--- src/rtl/edh_pkg.sv ---
package edh_pkg;
  // number of payload words the block owns inside the slot
  localparam int PKT_LEN = 6;

  // order of the payload words inside the slot
  typedef enum logic [2:0] {
    PW_ACT_LO  = 3'd0,
    PW_ACT_HI  = 3'd1,
    PW_FULL_LO = 3'd2,
    PW_FULL_HI = 3'd3,
    PW_FLAGS   = 3'd4,
    PW_SUM     = 3'd5
  } pay_pos_e;
endpackage

--- src/rtl/edh_crc_acc.sv ---
module edh_crc_acc #(
  parameter int WORD_W = 10,
  parameter int CRC_W  = 16,
  parameter logic [CRC_W-1:0] POLY = 16'h1021
) (
  input  logic              clk,
  input  logic              rst,
  input  logic              clr,
  input  logic              take,
  input  logic              latch,
  input  logic [WORD_W-1:0] word,
  output logic [CRC_W-1:0]  check
);
  logic [CRC_W-1:0] acc, acc_nxt;

  // one word, LSB first, through the feedback shift register
  function automatic logic [CRC_W-1:0] step(input logic [CRC_W-1:0] c,
                                            input logic [WORD_W-1:0] d);
    logic [CRC_W-1:0] r;
    logic fb;
    r = c;
    for (int i = 0; i < WORD_W; i++) begin
      fb = r[CRC_W-1] ^ d[i];
      r  = {r[CRC_W-2:0], 1'b0} ^ (fb ? POLY : '0);
    end
    return r;
  endfunction

  always_comb acc_nxt = take ? step(acc, word) : acc;

  always_ff @(posedge clk) begin
    if (rst || clr) begin
      acc   <= '0;
      check <= '0;
    end else if (latch) begin
      check <= acc_nxt;
      acc   <= '0;
    end else begin
      acc <= acc_nxt;
    end
  end

  p_restart_r6: assert property (@(posedge clk) disable iff (rst)
    (latch && !clr) |=> (acc == '0));
endmodule

--- src/rtl/edh_inserter.sv ---
module edh_inserter
  import edh_pkg::*;
#(
  parameter int WORD_W = 10,
  parameter int CRC_W  = 16
) (
  input  logic              clk,
  input  logic              rst,
  input  logic              clr,
  input  logic              in_valid,
  input  logic [WORD_W-1:0] in_word,
  input  logic              slot,
  input  logic              go,
  input  logic              ok,
  input  logic              forced,
  input  logic [CRC_W-1:0]  crc_act,
  input  logic [CRC_W-1:0]  crc_full,
  output logic              out_valid,
  output logic [WORD_W-1:0] out_word
);
  localparam int IDX_W = $clog2(PKT_LEN + 1);
  localparam logic [IDX_W-1:0] LAST = IDX_W'(PKT_LEN);

  logic [IDX_W-1:0]  idx;
  logic [WORD_W-1:0] enc [PKT_LEN-1];
  logic [8:0]        sum;
  logic [WORD_W-1:0] pay;
  logic              ins;

  // byte with parity in bit 8 and its inverse in bit 9
  function automatic logic [WORD_W-1:0] enc8(input logic [7:0] b);
    logic [WORD_W-1:0] r;
    r      = '0;
    r[7:0] = b;
    r[8]   = ^b;
    r[9]   = ~(^b);
    return r;
  endfunction

  always_comb begin
    enc[PW_ACT_LO]  = enc8(crc_act[7:0]);
    enc[PW_ACT_HI]  = enc8(crc_act[15:8]);
    enc[PW_FULL_LO] = enc8(crc_full[7:0]);
    enc[PW_FULL_HI] = enc8(crc_full[15:8]);
    enc[PW_FLAGS]   = enc8({6'b0, forced, ok});
    sum = '0;
    for (int k = 0; k < PKT_LEN - 1; k++) sum = sum + enc[k][8:0];
    pay = in_word;
    if (idx < LAST - 1'b1) pay = enc[idx];
    else if (pay_pos_e'(idx) == PW_SUM) pay = {~sum[8], sum};
  end

  assign ins = in_valid && slot && (idx < LAST) && go;

  always_ff @(posedge clk) begin
    if (rst) begin
      out_valid <= 1'b0;
      out_word  <= '0;
      idx       <= '0;
    end else begin
      out_valid <= in_valid;
      out_word  <= ins ? pay : in_word;
      if (clr) idx <= '0;
      else if (in_valid) idx <= slot ? ((idx == LAST) ? idx : idx + 1'b1) : '0;
    end
  end

  p_parity_r7: assert property (@(posedge clk) disable iff (rst)
    (out_valid && $past(ins) && !$past(rst)) |-> (out_word[9] != out_word[8]));
  p_idx_bound_r7: assert property (@(posedge clk) disable iff (rst)
    idx <= LAST);
endmodule

--- src/rtl/edh_check_gen.sv ---
module edh_check_gen #(
  parameter int WORD_W = 10,
  parameter int CRC_W  = 16,
  parameter logic [CRC_W-1:0] POLY = 16'h1021
) (
  input  logic              clk,
  input  logic              rst,
  input  logic              in_valid,
  input  logic [WORD_W-1:0] in_word,
  input  logic              trs,
  input  logic              sav,
  input  logic              eav,
  input  logic              vblank,
  input  logic              edh_slot,
  input  logic              field_end,
  input  logic              resync,
  input  logic              edh_en_n,
  input  logic              force_new,
  output logic              out_valid,
  output logic [WORD_W-1:0] out_word
);
  localparam int NCHK = 2;  // 0: active picture, 1: full field

  logic [WORD_W-1:0] cw;
  logic              halt, in_act, held_ok, counted;
  logic [NCHK-1:0]   take;
  logic [CRC_W-1:0]  check [NCHK];

  // LSB clipping of timing-reference words
  always_comb begin
    cw = in_word;
    if (trs) begin
      if (in_word[WORD_W-1:2] == '0) cw = '0;
      else if (&in_word[WORD_W-1:2]) cw = '1;
    end
  end

  assign halt    = edh_en_n || resync;
  assign counted = in_valid && !trs && !edh_slot;
  assign take[0] = counted && in_act;
  assign take[1] = counted;

  always_ff @(posedge clk) begin
    if (rst || halt) begin
      in_act  <= 1'b0;
      held_ok <= 1'b0;
    end else begin
      if (in_valid && sav) in_act <= !vblank;
      else if (in_valid && eav) in_act <= 1'b0;
      if (field_end) held_ok <= 1'b1;
    end
  end

  for (genvar g = 0; g < NCHK; g++) begin : g_chk
    edh_crc_acc #(.WORD_W(WORD_W), .CRC_W(CRC_W), .POLY(POLY)) u_acc (
      .clk(clk), .rst(rst), .clr(halt), .take(take[g]),
      .latch(field_end), .word(cw), .check(check[g]));
  end

  edh_inserter #(.WORD_W(WORD_W), .CRC_W(CRC_W)) u_ins (
    .clk(clk), .rst(rst), .clr(halt),
    .in_valid(in_valid), .in_word(cw), .slot(edh_slot),
    .go(!halt && (force_new || held_ok)),
    .ok(held_ok), .forced(force_new),
    .crc_act(check[0]), .crc_full(check[1]),
    .out_valid(out_valid), .out_word(out_word));

  p_pass_r1: assert property (@(posedge clk) disable iff (rst)
    (out_valid && !$past(trs) && !$past(edh_slot)) |-> (out_word == $past(in_word)));
  p_clip_r2: assert property (@(posedge clk) disable iff (rst)
    (out_valid && $past(trs) && !$past(edh_slot)) |->
      !(out_word inside {10'h001, 10'h002, 10'h003, 10'h3FC, 10'h3FD, 10'h3FE}));
  p_clear_r12: assert property (@(posedge clk) disable iff (rst)
    halt |=> (!held_ok && check[0] == '0 && check[1] == '0 && !in_act));
  p_disabled_r11: assert property (@(posedge clk) disable iff (rst)
    (edh_en_n && in_valid && !trs) |=> (out_word == $past(in_word)));
endmodule

--- config.mk ---
export PLATFORM = sky130hd
export DESIGN_NAME = edh_check_gen
export DESIGN_NICKNAME = d
export VERILOG_FILES = /design/src/rtl/edh_pkg.sv /design/src/rtl/edh_crc_acc.sv /design/src/rtl/edh_inserter.sv /design/src/rtl/edh_check_gen.sv
export SDC_FILE = /design/constraint.sdc
export NUM_CORES = 1
export LEC_CHECK = 0
export BUFFER_PORTS_ARGS = -buffer_cell sky130_fd_sc_hd__buf_4
export CAP_MARGIN = 25
export CORE_UTILIZATION = 25
export DETAILED_ROUTE_END_ITERATION = 10
export GPL_TIMING_DRIVEN = 0
export HOLD_SLACK_MARGIN = 0.15
export PLACE_DENSITY = 0.47
export SLEW_MARGIN = 25
export SYNTH_ARGS = -nofsm -noshare
export SYNTH_HDL_FRONTEND = slang
export SYNTH_SLANG_ARGS = --single-unit
--- constraint.sdc ---
create_clock -name clk -period 11.96 [get_ports clk]
set_input_delay 2.392 -clock clk [delete_from_list [all_inputs] [get_ports clk]]
set_output_delay 2.392 -clock clk [all_outputs]
set_load 0.05 [all_outputs]
==> impl_metrics.csv, run 1 <==
group,metric,value,unit
timing,finalCritPeriodShare,50.1,%
synthesis,synth_top_family_by_area,"XOR/XNOR gates",
setup_path,r2r-end,"u_ins.out_word[8]",
timing,clock_skew,0.0101,ns
synthesis,synth_nets,656,
die,die-area,22500,µm²
timing,relSlewSlack,37.8,%
drt,final_antenna_net_count,0,
clock_tree,post-cts-setup-buffer-count,0,
clock_tree,htreeDepth,3,
timing,setup_viol,0,
setup_path,r2r-start,"g_chk[0].u_acc.check[9]",
cells_and_area,nNetsFinal,696,
timing,report.final.hold_viol_count,0,
hold_path,hp-class,"register to register",
setup_path,worstPathRequired,12.23,ns
die,die_width,150,µm
die,die_h,150,µm
timing,post-route-min-period,5.99,ns
cells_and_area,drive_above_1_share,11.2,%
drt,post_drt_wl_per_cell,18.1,µm
synthesis,netlist-cell-type-count,61,
clock_tree,cts_buffer_depth,2,
synthesis,syn_inst,598,
synthesis,synth_compound_area_share,13.5,%
global_route,grt_max_degree,15,
setup_path,crit_path_end_kind,"register",
clock_tree,cts_resized,0,
drt,drt-total-wl,16600,µm
drt,dr.pass1.iters,5,
setup_path,arrival,6.25,ns
synthesis,synth_edf_count,0,
synthesis,syn_area,5470,µm²
die,ios,33,
outcome,outcome,"finished, final reports clean",
clock_tree,cts_hold_buf,0,
synthesis,synth.area.mux_share,7.64,%
timing,fin_setup_tns,0,ns
setup_path,crit_end,"u_ins.out_word[8]",
drt,drt_iter0_markers,245,
setup_path,slowest_delay,0.51,ns
clock_tree,clock_latency,0.35,ns
place,routabilityCongestion,0.834,
global_route,grt_pass1_wl,25400,µm
synthesis,ys_warn_count,0,
die,core.rowCount,53,
timing,finalMaxSlewViolations,0,
place,dpl.hpwl,13000,µm
power_and_ir_drop,power_leakage,2.42,nW
setup_path,r2r_setup_slack,7.73,ns
setup_path,worstSetupPathType,"input pin to register",
synthesis,synth-simple-area-share,13.6,%
cells_and_area,fillers,2284,
cells_and_area,fin_util,30.0,%
clock_tree,cts_buffers,9,
synthesis,ys_seq_area_share,29.3,%
cells_and_area,area_growth,16.3,%
synthesis,synth_top_flop_cell,"dfxtp_1",
clock_tree,clkTransAtPathRegs,0.06,ns
synthesis,synth.largest_area_cell,"dfxtp_1",
synthesis,avgSynthCellArea,9.15,µm²
setup_path,r2r_cells,13,
drt,vias,4351,
drt,drcViolationCount,0,
cells_and_area,fin_area,6370,µm²
global_route,gr-total-overflow,0,
timing,rsz0062_at_grt,"false",
synthesis,synth_top_area_share,29.3,%
timing,max_freq,167,MHz
setup_path,startpoint,"force_new",
synthesis,synth_area_leaders,"dfxtp_1, xnor2_1, fa_1",
global_route,grt_pass1_vias,4268,
global_route,grtUsageTotal,15.7,%
clock_tree,tritoncts,"built",
place,placed_cell_area,6030,µm²
die,start_util,25.8,%
setup_path,cp_max_fo,2,
clock_tree,numClockSinks,80,
job,drv_cap,0,
setup_path,cp_slowest_cell,"fa_1",
place,dp_slack,5.61,ns
setup_path,crit_top_cell,"fa_1",
synthesis,synth-async-reset-ratio,0,%
setup_path,worstPathCellList,"buf_4, inv_1, fa_1, fa_1, inv_1, fa_1, ha_1, a211oi_1, o211ai_1, o21ai_0, xor3_1, and3_1, or3_1, a221oi_2",
synthesis,ys_ff_latch,80,
timing,setup_ws,5.97,ns
synthesis,synth_fa_ha_area_share,10.6,%
place,portBuffers,28,
power_and_ir_drop,vdd_drop_max,0.0573,mV
die,coreArea,21200,µm²
clock_tree,root_buffer,"clkbuf_16",
global_route,antenna_found_initial,0,
synthesis,synth_common_cells,"dfxtp_1, nor2_1, xnor2_1",
setup_path,cp-start-kind,"input pin",
cells_and_area,antenna_cells,0,
synthesis,synthXorXnorAreaFrac,19.5,%
power_and_ir_drop,cellPowerDensity,109,nW/µm²
drt,viasPerCell,4.74,
timing,max_slew.worst_pin.slew,0.926,ns
-- layer usage --
metal | share of wire (%) | GRT usage (%)
met2 | 46 | 25.8
met3 | 4.5 | 3.23
met4 | 2.9 | 6.11
met5 | 0 | 0
met1 | 47 | 20.1
-- worst max-delay path, delay by kind of cell --
| kind | cells | cell delay (ns) |
|---|---|---|
| AO/OA/AOI/OAI | 4 | 0.85 |
| XOR/XNOR | 1 | 0.43 |
| adder cells (fa/ha/maj) | 4 | 1.69 |
| buffers and inverters | 3 | 0.30 |
| AND/OR/NAND/NOR | 2 | 0.58 |
-- cells by family (layout without fill, tap and decap cells) --
kind of cell | count (synthesis) | count (layout)
adder cells (fa/ha/maj) | 36 | 36
AND/OR/NAND/NOR | 160 | 160
flip-flops | 80 | 80
AO/OA/AOI/OAI | 113 | 113
XOR/XNOR | 99 | 99
buffers and inverters | 79 | 124
multiplexers | 31 | 31
-- per-stage QoR --
step	hold slack [ns]	power (mW)	instances
after global placement	0.493	0.390	901
after floorplan	0.468	0.358	598
final	0.499	0.695	918
after detailed placement	0.493	0.390	902
after global routing	0.528	0.723	918
after CTS	0.500	0.702	918
-- area by class of cell --
cell class	count	area [µm²]	area share (%)
Multi-Input combinational cell	439	3550	55.8
Sequential cell	80	1600	25.2
Tap cell	275	344	5.40
Clock buffer	10	239	3.75
Timing Repair Buffer	29	218	3.42
Inverter	48	180	2.83
Buffer	31	141	2.22
Clock inverter	6	92.6	1.45
-- worst min-delay path by stage --
stage	startpoint	end	slack, ns	depth (start not counted)
5_1_grt	g_chk[1].u_acc.acc[6]	g_chk[1].u_acc.acc[6]	0.53	2
4_1_cts	g_chk[0].u_acc.acc[6]	g_chk[0].u_acc.acc[6]	0.50	2
3_5_place_dp	g_chk[0].u_acc.acc[6]	g_chk[0].u_acc.acc[6]	0.49	2
3_3_place_gp	g_chk[1].u_acc.acc[6]	g_chk[1].u_acc.acc[6]	0.49	2
6_report	g_chk[0].u_acc.acc[6]	g_chk[0].u_acc.acc[6]	0.50	2
2_1_floorplan	in_act	in_act	0.47	2
-- cell usage in the layout, fill, tap and decap left out, drive strengths merged, types with 10 or more instances in the layout --
cell    count
clkbuf     34
xor2       21
a211oi     20
nand3      10
nor2       80
fa         17
ha         19
nand2      26
nor3       10
mux2i      20
dfxtp      80
inv        47
o21ai      29
xnor2      68
a21oi      26
buf        36
-- where the power goes --
| part | internal (mW) | total, mW | switching (mW) | leakage [nW] |
|---|---|---|---|---|
| Sequential | 0.270 | 0.274 | 0.00317 | 0.648 |
| Combinational | 0.0473 | 0.111 | 0.0635 | 1.62 |
| Clock | 0.189 | 0.311 | 0.121 | 0.155 |
| Total | 0.507 | 0.695 | 0.188 | 2.42 |
-- state kept, by name (all words and copies together), names as in the netlist --
signal	count
u_ins.out_word	10
u_ins.idx	3
u_ins.out_valid	1
in_act	1
g_chk.u_acc.check	32
g_chk.u_acc.acc	32
held_ok	1
Note: power is estimated with default switching activity, not from simulation.
==> inputs of run 2 (changes only) <==
- PLACE_DENSITY: 0.47 -> 0.48
- clock period: 11.96 -> 5.4 ns (I/O delays scaled with it)
==> run 2 against run 1 <==
Net effect:
- final cell count decreased by 0.11%
- sequential power increased by 120%
- via count decreased by 2.1%
- critical endpoint unchanged
- sequential share of layout area increased by 0.12 points
- clock power increased by 110%
- setup slack got worse by 5.3 ns
- total power increased by 120%
- die area unchanged
- non-clock buffer count decreased by 1
- design area decreased by 0.47%
- clock-buffer cell count increased by 2
==> impl_metrics.csv, run 2 (synthesis gave the netlist of run 1 again) <==
group,metric,value,unit
timing,relSlewSlack,27.9,%
timing,fin_setup_tns,0,ns
clock_tree,cts_hold_buf,0,
timing,finalMaxSlewViolations,0,
power_and_ir_drop,power_leakage,2.40,nW
global_route,grt_pass1_vias,4218,
cells_and_area,fillers,2266,
cells_and_area,area_growth,15.8,%
timing,post-route-min-period,4.69,ns
drt,drt_iter0_markers,262,
die,ios,33,
cells_and_area,largestRegisters,"g_chk.u_acc.acc x32, g_chk.u_acc.check x32, u_ins.out_word x10",
hold_path,hp-class,"register to register",
cells_and_area,drive_above_1_share,10.9,%
clock_tree,htreeDepth,3,
timing,max_freq,213,MHz
clock_tree,cts_resized,0,
drt,drt-total-wl,16300,µm
cells_and_area,final_cell_mix,"nor2_1, dfxtp_1, xnor2_1, inv_1",
drt,drcViolationCount,0,
global_route,use_met3,2.53,%
place,portBuffers,28,
die,die_h,150,µm
timing,rsz0062_at_grt,"false",
place,routabilityCongestion,0.840,
die,die-area,22500,µm²
drt,final_antenna_net_count,0,
hold_path,min_path_cells,2,
timing,setup_ws,0.710,ns
global_route,grt_max_degree,14,
cells_and_area,regArea,1600,µm²
cells_and_area,multiInputGateArea,3550,µm²
die,start_util,25.8,%
setup_path,worstSetupPathType,"input pin to register",
power_and_ir_drop,p_int,1.09,mW
power_and_ir_drop,cellPowerDensity,237,nW/µm²
global_route,grtUsageMet1,20.6,%
setup_path,crit_path_end_kind,"register",
power_and_ir_drop,vdd_drop_max,0.157,mV
power_and_ir_drop,combPwrFrac,16.3,%
setup_path,r2r_cells,13,
global_route,grt_pass1_wl,25200,µm
setup_path,cp-start-kind,"input pin",
die,coreArea,21200,µm²
cells_and_area,stdcell_count,917,
setup_path,cp_max_fo,2,
power_and_ir_drop,switchingPower,0.417,mW
setup_path,worstPathRequired,5.67,ns
setup_path,arrival,4.96,ns
global_route,busiest_layer,"met2",
place,dp_slack,0.308,ns
power_and_ir_drop,clkPwrFrac,43.5,%
cells_and_area,fin_util,29.9,%
global_route,grtUsageTotal,15.6,%
clock_tree,post-cts-setup-buffer-count,0,
clock_tree,cts_buffer_depth,2,
drt,vias,4259,
global_route,gr-total-overflow,0,
timing,setup_viol,0,
job,drv_cap,0,
clock_tree,root_buffer,"clkbuf_16",
place,dpl.hpwl,12800,µm
power_and_ir_drop,power,1.50,mW
cells_and_area,nNetsFinal,695,
timing,report.final.hold_viol_count,0,
timing,clock_skew,0.00732,ns
timing,finalCritPeriodShare,86.9,%
clock_tree,clkTransAtPathRegs,0.06,ns
drt,viasPerCell,4.64,
power_and_ir_drop,switching_share,27.7,%
drt,post_drt_wl_per_cell,17.8,µm
cells_and_area,antenna_cells,0,
timing,max_slew.worst_pin.slew,1.08,ns
global_route,grt_util_met2,24.7,%
global_route,antenna_found_initial,0,
outcome,outcome,"finished, final reports clean",
place,dp.cells,901,
die,die_width,150,µm
power_and_ir_drop,power_frac_seq,40.3,%
drt,dr.pass1.iters,4,
clock_tree,clock_latency,0.35,ns
clock_tree,tritoncts,"built",
clock_tree,numClockSinks,80,
die,core.rowCount,53,
clock_tree,cts_buffers,9,
run 2: area by class of cell:
| cell class | count | share of cell area [%] |
|---|---|---|
| inverters | 48 | 2.84 |
| clock inverters | 4 | 0.829 |
| flip-flops and latches | 80 | 25.3 |
| multi-input cells | 439 | 56.0 |
| plain buffers | 31 | 2.23 |
| well taps | 275 | 5.43 |
| clock buffers | 12 | 4.05 |
| repair buffers | 28 | 3.32 |
run 2: power by group through the flow:
stage | Sequential (mW) | Combinational [mW] | Clock [mW]
2_1_floorplan | 0.635 | 0.157 | 0
4_1_cts | 0.606 | 0.245 | 0.669
6_report | 0.606 | 0.244 | 0.654
3_5_place_dp | 0.619 | 0.244 | 0
5_1_grt | 0.607 | 0.264 | 0.689
3_3_place_gp | 0.619 | 0.245 | 0
run 2: through the flow:
step / hold WS [ns] / area [µm²]
5_1_grt: 0.532 / 6340
3_5_place_dp: 0.495 / 6030
6_report: 0.501 / 6340
4_1_cts: 0.503 / 6340
3_3_place_gp: 0.491 / 6030
2_1_floorplan: 0.468 / 5470
run 2: final timing paths:
check	startpoint	end	slack (ns)
worst max-delay path	force_new	u_ins.out_word[8]	0.71
worst min-delay path	g_chk[1].u_acc.acc[6]	g_chk[1].u_acc.acc[6]	0.50
worst max register to register	g_chk[0].u_acc.check[9]	u_ins.out_word[8]	1.16
worst min register to register	g_chk[1].u_acc.acc[6]	g_chk[1].u_acc.acc[6]	0.50
run 2: critical path, stage by stage:
cell	delay, ns
buf_4	0.11
inv_1	0.14
fa_1	0.44
fa_1	0.52
inv_1	0.05
fa_1	0.43
ha_1	0.31
a211oi_1	0.29
o211ai_1	0.15
o21ai_0	0.19
xor3_1	0.44
and3_1	0.19
or3_1	0.38
a221oi_2	0.22
run 2: routing by layer:
| metal | vias up | share of wire [%] | wire (µm) |
|---|---|---|---|
| met4 | 0 | 3.7 | 599 |
| met1 | 2017 | 47 | 7650 |
| met2 | 104 | 45 | 7270 |
| met3 | 24 | 4.9 | 796 |
| met5 | - | 0 | 0 |
| li1 | 2114 | - | - |
==> inputs of run 3 (changes only) <==
- REMOVE_ABC_BUFFERS: default -> 1
- SYNTH_HIERARCHICAL: default -> 1
==> run 3 against run 2 <==
Net effect:
- setup slack better by 0.067 ns
- first-iteration DRC count decreased by 7.3%
- register-to-register slack better by 0.06 ns
- die area decreased by 3.4%
- clock-buffer cell count down 2
- sequential share of layout area rose by 1.0 points
- non-clock buffer count down 24
- area after synthesis down 3.4%
- sequential power barely moved
- total power down 2.9%
- highest routed layer unchanged
==> impl_metrics.csv, run 3 <==
group,metric,value,unit
synthesis,synth_top_area_share,30.3,%
synthesis,synth_area_leaders,"dfxtp_1, xnor2_1, fa_1",
synthesis,synth-simple-area-share,13.7,%
die,start_util,25.8,%
die,core.rowCount,52,
synthesis,synth.largest_area_cell,"dfxtp_1",
clock_tree,cts_resized,0,
power_and_ir_drop,power,1.46,mW
die,die-area,21700,µm²
timing,relSlewSlack,44.0,%
timing,setup_viol,0,
timing,finalMaxSlewViolations,0,
clock_tree,root_buffer,"clkbuf_16",
synthesis,ys_warn_count,6,
global_route,grt_pass1_wl,22600,µm
synthesis,netlist-cell-type-count,50,
power_and_ir_drop,cellPowerDensity,240,nW/µm²
power_and_ir_drop,vdd_drop_max,0.114,mV
synthesis,synth.area.mux_share,7.20,%
synthesis,synth_top_family_by_area,"XOR/XNOR gates",
timing,rsz0062_at_grt,"false",
cells_and_area,final_cell_mix,"dfxtp_1, xnor2_1, inv_1, nor2_1",
timing,post-route-min-period,4.62,ns
synthesis,ys_ff_latch,80,
cells_and_area,fin_area,6090,µm²
job,drv_cap,0,
setup_path,cp_max_fo,4,
power_and_ir_drop,power_leakage,2.36,nW
synthesis,synth_top_flop_cell,"dfxtp_1",
synthesis,syn_area,5290,µm²
drt,dr.pass1.iters,5,
global_route,grt_max_degree,34,
synthesis,yosysMostFrequentCell,"dfxtp_1",
setup_path,crit_path_end_kind,"register",
cells_and_area,largestRegisters,"g_chk.u_acc/acc x32, g_chk.u_acc/check x32, u_ins/out_word x10",
die,die_h,147,µm
outcome,outcome,"finished, final reports clean",
timing,report.final.hold_viol_count,0,
synthesis,avgSynthCellArea,9.03,µm²
cells_and_area,area_growth,15.3,%
global_route,grt_pass1_vias,3971,
clock_tree,cts_hold_buf,0,
clock_tree,cts_buffers,9,
place,portBuffers,32,
global_route,gr-total-overflow,0,
synthesis,ys_seq_area_share,30.3,%
cells_and_area,layout_commonest_cell,"dfxtp_1",
timing,setup_ws,0.777,ns
cells_and_area,antenna_cells,0,
synthesis,synth_fa_ha_area_share,10.7,%
timing,clock_skew,0.00895,ns
hold_path,hp-class,"register to register",
clock_tree,clock_latency,0.35,ns
clock_tree,post-cts-setup-buffer-count,0,
synthesis,synth_compound_area_share,13.3,%
setup_path,worstPathRequired,5.67,ns
place,routabilityCongestion,0.837,
drt,drt-total-wl,14400,µm
timing,max_freq,216,MHz
synthesis,synth_common_cells,"dfxtp_1, xnor2_1, inv_1",
synthesis,synth_edf_count,0,
drt,drcViolationCount,0,
timing,finalCritPeriodShare,85.6,%
cells_and_area,fin_util,29.7,%
drt,final_antenna_net_count,0,
place,dp.cells,856,
die,die_width,147,µm
clock_tree,clkTransAtPathRegs,0.06,ns
drt,post_drt_wl_per_cell,16.6,µm
global_route,antenna_found_initial,0,
place,dp_slack,0.454,ns
cells_and_area,stdcell_count,871,
clock_tree,numClockSinks,80,
drt,viasPerCell,4.65,
timing,max_slew.worst_pin.slew,0.839,ns
timing,holdWs,0.478,ns
clock_tree,tritoncts,"built",
die,coreArea,20500,µm²
synthesis,syn_inst,585,
global_route,grtUsageTotal,14.0,%
setup_path,cp-start-kind,"input pin",
setup_path,arrival,4.90,ns
die,ios,33,
clock_tree,cts_buffer_depth,2,
drt,vias,4053,
cells_and_area,drive_above_1_share,13.6,%
synthesis,synth-async-reset-ratio,0,%
drt,drt_iter0_markers,243,
place,dpl.hpwl,11100,µm
timing,fin_setup_tns,0,ns
cells_and_area,nNetsFinal,654,
place,placed_cell_area,5770,µm²
synthesis,synthXorXnorAreaFrac,18.4,%
clock_tree,htreeDepth,3,
setup_path,worstSetupPathType,"input pin to register",
## run 3: cell count changes after synthesis, moves of 5 or more
cell,change
a22o_1,+9
o22ai_1,+5
xnor2_1,-7
o211ai_1,-7
nand2_1,+10
a211oi_1,-15
o21ai_0,+8
buf_2,+6
xor2_1,+9
and2_1,+10
nor2_1,-30
inv_1,+6
nor2b_1,+10
## run 3: layout make-up
type / count / area [µm²]
tap: 270 / 338
clock inverter: 5 / 81.3
clock buffer: 10 / 239
fill: 2144 / 14400
inverter: 53 / 199
sequential: 80 / 1600
timing repair buffer: 35 / 270
multi-input combinational: 418 / 3360
## run 3: kinds of logic (layout without fill, tap and decap cells)
group	Yosys count	in the layout
xor gates and xnor gates	97	97
buffers and inverters	87	103
DFF	80	80
AOI/OAI and AO/OA	109	109
and+or+nand+nor	149	149
adders and majority gates	35	35
muxes	28	28
## run 3: path summary, 6_finish.rpt
kind	startpoint	endpoint	slack, ns	depth (start not counted)
hold / removal	in_act	in_act	0.48	2
setup / recovery	force_new	u_ins/out_word[7]	0.78	16
setup reg to reg	g_chk[0].u_acc/check[1]	u_ins/out_word[7]	1.22	15
hold reg to reg	in_act	in_act	0.48	2
## run 3: critical path, cell delays in order
cell	delay, ns
buf_4	0.11
inv_1	0.06
fa_1	0.48
fa_1	0.50
inv_1	0.05
fa_1	0.48
ha_1	0.20
inv_1	0.07
fa_1	0.43
nor2b_1	0.16
o21ai_0	0.12
a21oi_1	0.19
o21ai_0	0.12
a2111oi_0	0.51
o31ai_1	0.16
a21oi_1	0.18
## run 3: where the power goes
group | switching [mW] | internal [mW]
sequential | 0.00561 | 0.597
combinational | 0.116 | 0.0770
clock | 0.250 | 0.415
## run 3: layer usage
layer	vias up	part of all wire, %	track usage (%)
li1	1970	-	-
met1	1972	49	19.2
met2	95	45	21.9
met3	16	4.0	2.84
met4	0	1.8	4.69
met5	-	0	0
